### src/rtl/pcc_pkg.sv
package pcc_pkg;
  localparam int unsigned ADDR_W = 4;

  localparam logic [ADDR_W-1:0] A_RUN_LO  = 4'd0;
  localparam logic [ADDR_W-1:0] A_RUN_HI  = 4'd1;
  localparam logic [ADDR_W-1:0] A_AWK_LO  = 4'd2;
  localparam logic [ADDR_W-1:0] A_AWK_HI  = 4'd3;
  localparam logic [ADDR_W-1:0] A_TB_LO   = 4'd4;
  localparam logic [ADDR_W-1:0] A_TB_HI   = 4'd5;
  localparam logic [ADDR_W-1:0] A_RUN_CTL = 4'd6;
  localparam logic [ADDR_W-1:0] A_AWK_CTL = 4'd7;
  localparam logic [ADDR_W-1:0] A_STAT    = 4'd8;
  localparam logic [ADDR_W-1:0] A_IEN     = 4'd9;

  localparam int unsigned N_PROG = 2;  // 0 = run counter, 1 = awake counter

  function automatic logic [ADDR_W-1:0] lo_addr(input int unsigned idx);
    return ADDR_W'(2 * idx);
  endfunction

  function automatic logic [ADDR_W-1:0] ctl_addr(input int unsigned idx);
    return ADDR_W'(6 + idx);
  endfunction
endpackage

### src/rtl/pcc_qual.sv
module pcc_qual #(
  parameter int unsigned NTHR = 2,
  parameter bit          NEED_RUN = 1'b1,
  localparam int unsigned MASK_W = 2 * NTHR
) (
  input  logic [NTHR-1:0]   halted,
  input  logic [NTHR-1:0]   user,
  input  logic [MASK_W-1:0] mask,
  output logic              hit
);
  logic [NTHR-1:0] thr_hit;

  for (genvar t = 0; t < NTHR; t++) begin : g_thr
    logic priv_ok;
    assign priv_ok = user[t] ? mask[2*t+1] : mask[2*t];
    if (NEED_RUN) begin : g_run
      assign thr_hit[t] = priv_ok & ~halted[t];
    end else begin : g_any
      logic unused_halt;
      assign unused_halt = halted[t];
      assign thr_hit[t]  = priv_ok;
    end
  end

  assign hit = |thr_hit;
endmodule

### src/rtl/pcc_cnt.sv
module pcc_cnt #(
  parameter int unsigned W  = 40,
  parameter int unsigned DW = 32,
  localparam int unsigned HW = W - DW
) (
  input  logic          clk,
  input  logic          rst_n,
  input  logic          inc,
  input  logic          we_lo,
  input  logic          we_hi,
  input  logic [DW-1:0] wdata,
  output logic [W-1:0]  cnt,
  output logic          wrap
);
  logic [W-1:0] cnt_nxt;
  logic         cnt_ce;

  always_comb begin
    cnt_nxt = cnt;
    wrap    = 1'b0;
    if (we_lo) begin
      cnt_nxt = {cnt[W-1:DW], wdata};
    end else if (we_hi) begin
      cnt_nxt = {wdata[HW-1:0], cnt[DW-1:0]};
    end else if (inc) begin
      cnt_nxt = cnt + 1'b1;
      wrap    = &cnt;
    end
  end

  assign cnt_ce = we_lo | we_hi | inc;

  always_ff @(posedge clk or negedge rst_n) begin
    if (!rst_n) begin
      cnt <= '0;
    end else if (cnt_ce) begin
      cnt <= cnt_nxt;
    end
  end
endmodule

### src/rtl/pcc_stat.sv
module pcc_stat #(
  parameter int unsigned N = 2
) (
  input  logic         clk,
  input  logic         rst_n,
  input  logic [N-1:0] set,
  input  logic         clr_we,
  input  logic [N-1:0] clr_bits,
  output logic [N-1:0] status
);
  logic [N-1:0] status_nxt;
  logic         status_ce;

  always_comb begin
    status_nxt = status;
    if (clr_we) status_nxt = status_nxt & ~clr_bits;
    status_nxt = status_nxt | set;
  end

  assign status_ce = clr_we | (|set);

  always_ff @(posedge clk or negedge rst_n) begin
    if (!rst_n) begin
      status <= '0;
    end else if (status_ce) begin
      status <= status_nxt;
    end
  end
endmodule

### src/rtl/pwr_cycle_counters.sv
module pwr_cycle_counters
  import pcc_pkg::*;
#(
  parameter int unsigned NTHR  = 2,
  parameter int unsigned CNT_W = 40,
  parameter int unsigned DW    = 32,
  localparam int unsigned MASK_W = 2 * NTHR,
  localparam int unsigned CTL_W  = MASK_W + 1,
  localparam int unsigned HW     = CNT_W - DW
) (
  input  logic              clk,
  input  logic              rst_n,
  input  logic [NTHR-1:0]   thr_halted,
  input  logic [NTHR-1:0]   thr_user,
  input  logic              core_sleep,
  input  logic              deep_sleep,
  input  logic              reg_we,
  input  logic [ADDR_W-1:0] reg_addr,
  input  logic [DW-1:0]     reg_wdata,
  output logic [DW-1:0]     reg_rdata,
  output logic              irq
);
  // reset release synchronizer
  logic [1:0] rst_pipe;
  logic       rst_sync_n;

  always_ff @(posedge clk or negedge rst_n) begin
    if (!rst_n) rst_pipe <= 2'b00;
    else        rst_pipe <= {rst_pipe[0], 1'b1};
  end
  assign rst_sync_n = rst_pipe[1];

  logic awake;
  assign awake = ~core_sleep & ~deep_sleep;

  // programmable counters
  logic [CTL_W-1:0]  ctl_q   [N_PROG];
  logic [CNT_W-1:0]  prog_cnt[N_PROG];
  logic [N_PROG-1:0] prog_wrap;

  for (genvar p = 0; p < N_PROG; p++) begin : g_prog
    logic qual_hit;
    logic ctl_we;
    logic cnt_inc;

    pcc_qual #(.NTHR(NTHR), .NEED_RUN(p == 0)) u_qual (
      .halted (thr_halted),
      .user   (thr_user),
      .mask   (ctl_q[p][MASK_W-1:0]),
      .hit    (qual_hit)
    );

    assign ctl_we  = reg_we && (reg_addr == ctl_addr(p));
    assign cnt_inc = ctl_q[p][MASK_W] & awake & qual_hit;

    always_ff @(posedge clk or negedge rst_sync_n) begin
      if (!rst_sync_n) begin
        ctl_q[p] <= '0;
      end else if (ctl_we) begin
        ctl_q[p] <= reg_wdata[CTL_W-1:0];
      end
    end

    pcc_cnt #(.W(CNT_W), .DW(DW)) u_cnt (
      .clk   (clk),
      .rst_n (rst_sync_n),
      .inc   (cnt_inc),
      .we_lo (reg_we && (reg_addr == lo_addr(p))),
      .we_hi (reg_we && (reg_addr == lo_addr(p) + 1'b1)),
      .wdata (reg_wdata),
      .cnt   (prog_cnt[p]),
      .wrap  (prog_wrap[p])
    );
  end

  // timebase
  logic [CNT_W-1:0] tb_cnt;
  logic             tb_wrap;

  pcc_cnt #(.W(CNT_W), .DW(DW)) u_tb (
    .clk   (clk),
    .rst_n (rst_sync_n),
    .inc   (~deep_sleep),
    .we_lo (reg_we && (reg_addr == A_TB_LO)),
    .we_hi (reg_we && (reg_addr == A_TB_HI)),
    .wdata (reg_wdata),
    .cnt   (tb_cnt),
    .wrap  (tb_wrap)
  );

  // overflow status and interrupt enable
  logic [N_PROG-1:0] status;
  logic [N_PROG-1:0] ien_q;
  logic              ien_we;

  pcc_stat #(.N(N_PROG)) u_stat (
    .clk      (clk),
    .rst_n    (rst_sync_n),
    .set      (prog_wrap),
    .clr_we   (reg_we && (reg_addr == A_STAT)),
    .clr_bits (reg_wdata[N_PROG-1:0]),
    .status   (status)
  );

  assign ien_we = reg_we && (reg_addr == A_IEN);

  always_ff @(posedge clk or negedge rst_sync_n) begin
    if (!rst_sync_n) begin
      ien_q <= '0;
    end else if (ien_we) begin
      ien_q <= reg_wdata[N_PROG-1:0];
    end
  end

  assign irq = |(status & ien_q);

  // read mux
  always_comb begin
    reg_rdata = '0;
    case (reg_addr)
      A_RUN_LO:  reg_rdata = prog_cnt[0][DW-1:0];
      A_RUN_HI:  reg_rdata = DW'(prog_cnt[0][CNT_W-1:DW]);
      A_AWK_LO:  reg_rdata = prog_cnt[1][DW-1:0];
      A_AWK_HI:  reg_rdata = DW'(prog_cnt[1][CNT_W-1:DW]);
      A_TB_LO:   reg_rdata = tb_cnt[DW-1:0];
      A_TB_HI:   reg_rdata = DW'(tb_cnt[CNT_W-1:DW]);
      A_RUN_CTL: reg_rdata = DW'(ctl_q[0]);
      A_AWK_CTL: reg_rdata = DW'(ctl_q[1]);
      A_STAT:    reg_rdata = DW'(status);
      A_IEN:     reg_rdata = DW'(ien_q);
      default:   reg_rdata = '0;
    endcase
  end

  logic unused_bits;
  assign unused_bits = tb_wrap ^ (^reg_wdata[DW-1:CTL_W]);

  logic [HW-1:0] unused_hw;
  assign unused_hw = '0;
endmodule

### config.mk
export PLATFORM = sky130hd
export DESIGN_NAME = pwr_cycle_counters
export DESIGN_NICKNAME = d
export VERILOG_FILES = /design/src/rtl/pcc_pkg.sv /design/src/rtl/pcc_qual.sv /design/src/rtl/pcc_cnt.sv /design/src/rtl/pcc_stat.sv /design/src/rtl/pwr_cycle_counters.sv
export SDC_FILE = /design/constraint.sdc
export NUM_CORES = 1
export LEC_CHECK = 0
export BUFFER_PORTS_ARGS = -buffer_cell sky130_fd_sc_hd__buf_2
export CORE_MARGIN = 2
export CORE_UTILIZATION = 60
export DETAILED_ROUTE_END_ITERATION = 10
export GPL_TIMING_DRIVEN = 1
export HOLD_SLACK_MARGIN = 0.15
export PLACE_DENSITY = 0.8
export SKIP_CTS_REPAIR_TIMING = 1
export SYNTH_ARGS = -nofsm -noshare
export SYNTH_HDL_FRONTEND = slang
export SYNTH_SLANG_ARGS = --single-unit
### constraint.sdc
create_clock -name clk -period 5.6 [get_ports clk]
set_clock_uncertainty 0.05 [all_clocks]
set_input_delay 1.12 -clock clk [delete_from_list [all_inputs] [get_ports clk]]
set_output_delay 1.12 -clock clk [all_outputs]
set_load 0.02 [all_outputs]
==> impl_metrics.csv, run 1 <==
group,metric,value,unit
clocking,root_buffer,"clkbuf_16",
timing,worst_pin_slew,1.16,ns
timing,period_share,73.8,%
layout,drive_gt1_share,14.4,%
timing,tns,0,ns
critical_path,path_class,"in2out",
critical_path,crit_fanout,26,
floorplanning,io_pins,78,
placement,dp_hpwl,26.6,mm
yosys,syn_avg_cell_area,8.18,um2
timing,final-max-slew-violation-count,0,
yosys,synthSimpleGateAreaFrac,25.5,%
yosys,yosysUniqueCellTypes,75,
detailed_routing,highest_layer,"met4",
timing,setup_viol,0,
grt,grt_overflow_total,0,
grt,grt_pass1_wl,57.7,mm
yosys,syn-num-nets,1223,
critical_path,cp.arrival,2.96,ns
yosys,synth-xor-area-share,0.364,%
clocking,tritoncts,"yes",
status,violations,"DRC",
placement,io_buffers,77,
layout,seqCellArea,3410,um2
yosys,synth-compound-area-share,29.5,%
clocking,clock_latency,0.44,ns
critical_path,required,4.43,ns
timing,period_needed,4.13,ns
timing,grt_setup_unrepaired,"false",
detailed_routing,wl,38.0,mm
layout,antenna_cells,0,
detailed_routing,drcViolationCount,6,
status,status,"finished with violations",
grt,grt_pass1_vias,9845,
pwr,leakagePower,4.23,nW
yosys,synth-edff-count,0,
floorplanning,die_area,17000,um2
run,max_cap_violations,0,
grt,grt_max_degree,70,
floorplanning,core.rowCount,46,
yosys,yosys_warnings,0,
yosys,synth_top_family_by_area,"compound AO/OA/AOI/OAI gates",
pwr,p_per_area,334,nW/um2
layout,multi_input_area,5730,um2
detailed_routing,wl_per_cell,26.5,um
floorplanning,die_h,131,um
worst_hold_path,min_path_type,"reg2reg",
detailed_routing,vias_per_cell,7.59,
detailed_routing,vias,10900,
floorplanning,core-area,15800,um2
yosys,muxShareOfSynthArea,3.55,%
layout,area_growth,11.8,%
timing,fmax,242,MHz
yosys,synth-seq-cells,136,
yosys,synthesis.instances,1175,
clocking,cts_buffer_depth,2,
grt,grt.total_usage,45.2,%
clocking,htreeDepth,4,
yosys,synthFlopType,"dfrtp_1",
detailed_routing,wl_met2,16.2,mm
timing,slew_headroom,21.4,%
detailed_routing,drt-met1-wl,13.9,mm
yosys,yosysSeqAreaShare,35.4,%
clocking,cts_buffers,17,
clocking,clkTransAtPathRegs,0.06,ns
critical_path,start_kind,"primary input",
pwr,ir_worst_vdd,0.266,mV
layout,mostFrequentLayoutCell,"dfrtp_1",
layout,layout_common_cells,"dfrtp_1 (135), nand2_1 (92), nor2_1 (88), a21oi_1 (78), buf_2 (77)",
layout,fillCellCount,1336,
clocking,clkSinkCount,136,
floorplanning,die_w,131,um
timing,hold_violations,0,
placement,place.gp.congestion,0.993,
detailed_routing,wl_met3,6.03,mm
pwr,total_power,3.59,mW
grt,antenna_found_initial,2,
detailed_routing,ant_nets,0,
yosys,synth-async-reset-ratio,100,%
layout,nets,1253,
yosys,synthAdderAreaFrac,0.390,%
critical_path,endpoint_kind,"primary output",
floorplanning,initial_utilization,61.0,%
yosys,synth_area,9610,um2
detailed_routing,drtIter0Drc,1837,
detailed_routing,firstDrtPassIters,11,
==> state kept, by name (all words and copies together) (netlist names) <==
name,cells
u_stat.status,2
g_prog.u_cnt.cnt,80
u_tb.cnt,40
ctl_q,10
rst_pipe,2
ien_q,2
==> worst paths after layout <==
kind,cells after the start,startpoint,endpoint,slack (ns)
worst max-delay path,7,reg_addr[0],reg_rdata[30],1.47
worst min-delay path,0,rst_pipe[0],rst_pipe[1],0.30
worst max register to register,6,g_prog[1].u_cnt.cnt[1],g_prog[1].u_cnt.cnt[34],2.30
worst min register to register,0,rst_pipe[0],rst_pipe[1],0.30
max in group asynchronous,1,rst_pipe[1],g_prog[1].u_cnt.cnt[25],3.62
min in group asynchronous,0,rst_pipe[1],ctl_q[7],0.39
==> report_power, final <==
group / leakage (nW) / internal [mW] / switching (mW)
clock network: 0.305 / 0.763 / 0.479
registers: 1.62 / 1.18 / 0.433
logic: 2.31 / 0.301 / 0.431
total: 4.23 / 2.24 / 1.34
==> metrics by stage <==
| stage | utilization [%] | setup slack, ns | instance area [um2] | hold WS, ns | cells |
|---|---|---|---|---|---|
| 2_1_floorplan | - | 1.48 | 9610 | 0.281 | 1175 |
| 3_3_place_gp | 64.1 | 1.55 | 10100 | 0.286 | 1402 |
| 3_5_place_dp | 64.1 | 1.53 | 10100 | 0.290 | 1402 |
| 4_1_cts | 68.2 | 1.53 | 10800 | 0.305 | 1434 |
| 5_1_grt | 68.2 | 1.34 | 10800 | 0.307 | 1434 |
| 6_report | 68.2 | 1.47 | 10800 | 0.301 | 1434 |
==> critical path, cell delays in order <==
cell,delay [ns]
buf_2,0.40
nand2b_1,0.28
nor3_2,0.08
buf_4,0.26
a222oi_1,0.55
inv_1,0.10
buf_2,0.18
==> synthesized netlist by cell type, types with 17 or more instances <==
library cell	count	area, um2
inv_1	43	161
a222oi_1	28	280
nor3_1	37	185
nor2_1	90	338
clkbuf_1	68	255
nor4_1	27	169
o211ai_1	19	143
nand2_1	92	345
or4_1	18	135
o22ai_1	25	156
a21oi_1	78	390
o21ai_0	70	350
nand3_1	61	305
a31oi_1	17	106
a22oi_1	37	278
dfrtp_1	136	3400
nand4_1	47	294
==> layout make-up <==
type                    instances  share of cell area [%]
flip-flops and latches        136                    31.7
clock inverters                13                    1.79
inverters                      43                    1.50
clock buffers                  19                    4.12
well taps                     216                    2.51
repair buffers                 98                    5.05
multi-input cells             909                    53.3
==> metal layers <==
layer / global-route usage, % / up-vias
li1: - / 4672
met1: 61.7 / 5102
met2: 64.8 / 954
met3: 15.8 / 163
met4: 20.3 / 0
met5: 0 / -
==> logic make-up after synthesis <==
group           after synthesis
compound gates              406
mux                          31
flops                       136
xor+xnor                      4
fa+ha+maj                     3
simple gates                464
buf+inv                     130
other cells                   1
(Power assumes the default switching activity.)
==> run 2, diff against run 1 <==
--- a/config.mk
+++ b/config.mk
@@ -5,13 +5,14 @@
 export SDC_FILE = /design/constraint.sdc
 export NUM_CORES = 1
 export LEC_CHECK = 0
+export ABC_AREA = 1
 export BUFFER_PORTS_ARGS = -buffer_cell sky130_fd_sc_hd__buf_2
 export CORE_MARGIN = 2
 export CORE_UTILIZATION = 60
 export DETAILED_ROUTE_END_ITERATION = 10
 export GPL_TIMING_DRIVEN = 1
 export HOLD_SLACK_MARGIN = 0.15
-export PLACE_DENSITY = 0.8
+export PLACE_DENSITY = 0.79
 export SKIP_CTS_REPAIR_TIMING = 1
 export SYNTH_ARGS = -nofsm -noshare
 export SYNTH_HDL_FRONTEND = slang
==> constraint.sdc (replaced) <==
create_clock -name clk -period 3.95 [get_ports clk]
set_clock_uncertainty 0.05 [all_clocks]
set_input_delay 0.79 -clock clk [delete_from_list [all_inputs] [get_ports clk]]
set_output_delay 0.79 -clock clk [all_outputs]
set_load 0.02 [all_outputs]
==> impl_metrics.csv, run 2 <==
group,metric,value,unit
yosys,synth_area,11000,um2
detailed_routing,vias,13200,
pwr,leakagePower,5.69,nW
grt,grt.total_usage,46.1,%
layout,antenna_cells,0,
floorplanning,core.rowCount,49,
yosys,syn_avg_cell_area,5.98,um2
timing,final-max-slew-violation-count,0,
yosys,yosysSeqAreaShare,30.9,%
timing,slew_headroom,42.7,%
critical_path,required,3.11,ns
yosys,synthesis.instances,1844,
pwr,p_per_area,490,nW/um2
layout,postLayoutCoreUtil,67.3,%
layout,multi_input_area,6620,um2
detailed_routing,firstDrtPassIters,8,
critical_path,ff2ff_setup_slack,1.45,ns
pwr,ir_worst_vdd,0.348,mV
critical_path,path_class,"in2out",
yosys,synth-async-reset-ratio,100,%
timing,worst_pin_slew,0.859,ns
detailed_routing,wl,44.7,mm
yosys,synth_area_leader_cell,"dfrtp_1",
floorplanning,io_pins,78,
run,max_cap_violations,0,
critical_path,cp.arrival,2.58,ns
detailed_routing,drcViolationCount,0,
clocking,cts_buffer_depth,2,
timing,fin_ws,0.531,ns
yosys,syn-num-nets,1892,
layout,max_flop_register,"g_prog.u_cnt.cnt",
layout,mostFrequentLayoutCell,"nand2_1",
critical_path,start_kind,"primary input",
pwr,total_power,5.92,mW
yosys,synth-seq-cells,136,
floorplanning,initial_utilization,61.3,%
yosys,synthTopCellsByCount,"nand2_1 (656), nor2_1 (294), inv_1 (164), dfrtp_1 (136), nand3_1 (136)",
timing,hold_violations,0,
timing,fmax,293,MHz
yosys,yosysUniqueCellTypes,38,
pwr,pwr-share-clk,28.7,%
yosys,synthFlopType,"dfrtp_1",
yosys,synth_top_area_share,30.9,%
grt,grt_max_degree,66,
timing,setup_viol,0,
placement,io_buffers,77,
grt,grt_pass1_wl,69.6,mm
yosys,yosysMostFrequentCell,"nand2_1",
floorplanning,die_h,140,um
grt,antenna_found_initial,0,
clocking,cts_buffers,17,
layout,fin_cells,2139,
detailed_routing,ant_nets,0,
status,status,"finished, final reports clean",
clocking,tritoncts,"yes",
critical_path,crit_path_start,"reg_addr[1]",
pwr,combPwrFrac,30.6,%
pwr,power_switching,2.55,mW
yosys,yosys-top-cells-area,"dfrtp_1 (31%), nand2_1 (22%), nor2_1 (10%)",
layout,fillCellCount,1722,
clocking,clkTransAtPathRegs,0.06,ns
layout,seqCellArea,3410,um2
pwr,swShare,43.1,%
yosys,yosys_warnings,0,
clocking,clkSinkCount,136,
layout,area_growth,9.63,%
floorplanning,die_w,140,um
critical_path,r2r-start,"u_tb.cnt[0]",
worst_hold_path,min_path_type,"reg2async",
clocking,root_buffer,"clkbuf_16",
detailed_routing,vias_per_cell,6.19,
placement,dp_hpwl,34.2,mm
timing,period_share,86.5,%
timing,grt_setup_unrepaired,"false",
pwr,seqPwrFrac,40.8,%
grt,grt_overflow_total,0,
placement,pre_cts_ws,0.589,ns
detailed_routing,drtIter0Drc,1627,
layout,largest_register_ff_count,80,
placement,place.gp.congestion,1.09,
grt,grt_pass1_vias,12500,
layout,layout_common_cells,"nand2_1 (656), nor2_1 (294), inv_1 (164), nand3_1 (136), dfrtp_1 (135)",
placement,placed_cells,2106,
clocking,clock_latency,0.44,ns
detailed_routing,wl_per_cell,20.9,um
yosys,synth-edff-count,0,
floorplanning,core-area,18000,um2
critical_path,endpoint_kind,"primary output",
timing,tns,0,ns
floorplanning,die_area,19500,um2
layout,nets,1945,
layout,top_regs,"g_prog.u_cnt.cnt: 80 flops, u_tb.cnt: 40 flops, ctl_q: 10 flops",
critical_path,crit_fanout,20,
layout,drive_gt1_share,8.85,%
clocking,htreeDepth,4,
pwr,p_int,3.37,mW
timing,period_needed,3.42,ns
[run 2: power groups by stage]
stage	clock [mW]	sequential (mW)	combinational (mW)
final	1.70	2.41	1.81
after detailed placement	0	2.39	1.74
after global placement	0	2.38	1.70
after floorplan	0	2.19	1.28
after global routing	1.74	2.46	2.02
after CTS	1.69	2.37	1.75
[run 2: path summary, 6_finish.rpt]
check	end	cells past startpoint
worst max-delay path	reg_rdata[3]	9
worst min-delay path	ctl_q[8]	0
worst max register to register	u_tb.cnt[20]	9
worst min register to register	ctl_q[8]	0
max in group asynchronous	g_prog[1].u_cnt.cnt[24]	1
min in group clk	rst_pipe[1]	0
[run 2: worst max-delay path, stage by stage]
cell and delay (ns):
buf_2 0.13, inv_2 0.09, nand2_2 0.08, nor2_4 0.35
inv_1 0.50, o22ai_1 0.27, nor2_1 0.06, o211ai_1 0.11
buf_2 0.20
[run 2: per-layer routing]
| metal | track usage [%] | share of wire [%] | vias to the layer above |
|---|---|---|---|
| met5 | 0 | 0 | - |
| met4 | 20.1 | 5.2 | 0 |
| met3 | 9.50 | 12 | 198 |
| met2 | 73.8 | 45 | 936 |
| met1 | 60.6 | 38 | 6009 |
| li1 | - | - | 6096 |
[run 2: cell families (layout without fill, tap and decap cells)]
group	count (synthesis)	after routing	synth area share, %
and+or+nand+nor	1183	1183	44.5
AOI/OAI and AO/OA	283	283	14.7
buffers and inverters	232	298	9.08
DFF	136	136	30.9
xor gates and xnor gates	6	6	0.477
adders and majority gates	3	3	0.341
other	1	1	0.0340
[run 2: stage by stage]
stage          hold slack (ns)  area [um2]
3_3_place_gp             0.247       11500
5_1_grt                  0.281       12100
2_1_floorplan            0.281       11000
4_1_cts                 0.0709       12100
6_report                 0.237       12100
3_5_place_dp             0.246       11500
[run 2: layout make-up]
cell class                 count  area share [%]
tap                          229            2.37
clock buffer                  19            3.75
timing repair buffer          88            4.10
inverter                     178            5.53
multi-input combinational   1476            54.8
clock inverter                13            1.28
sequential                   136            28.2
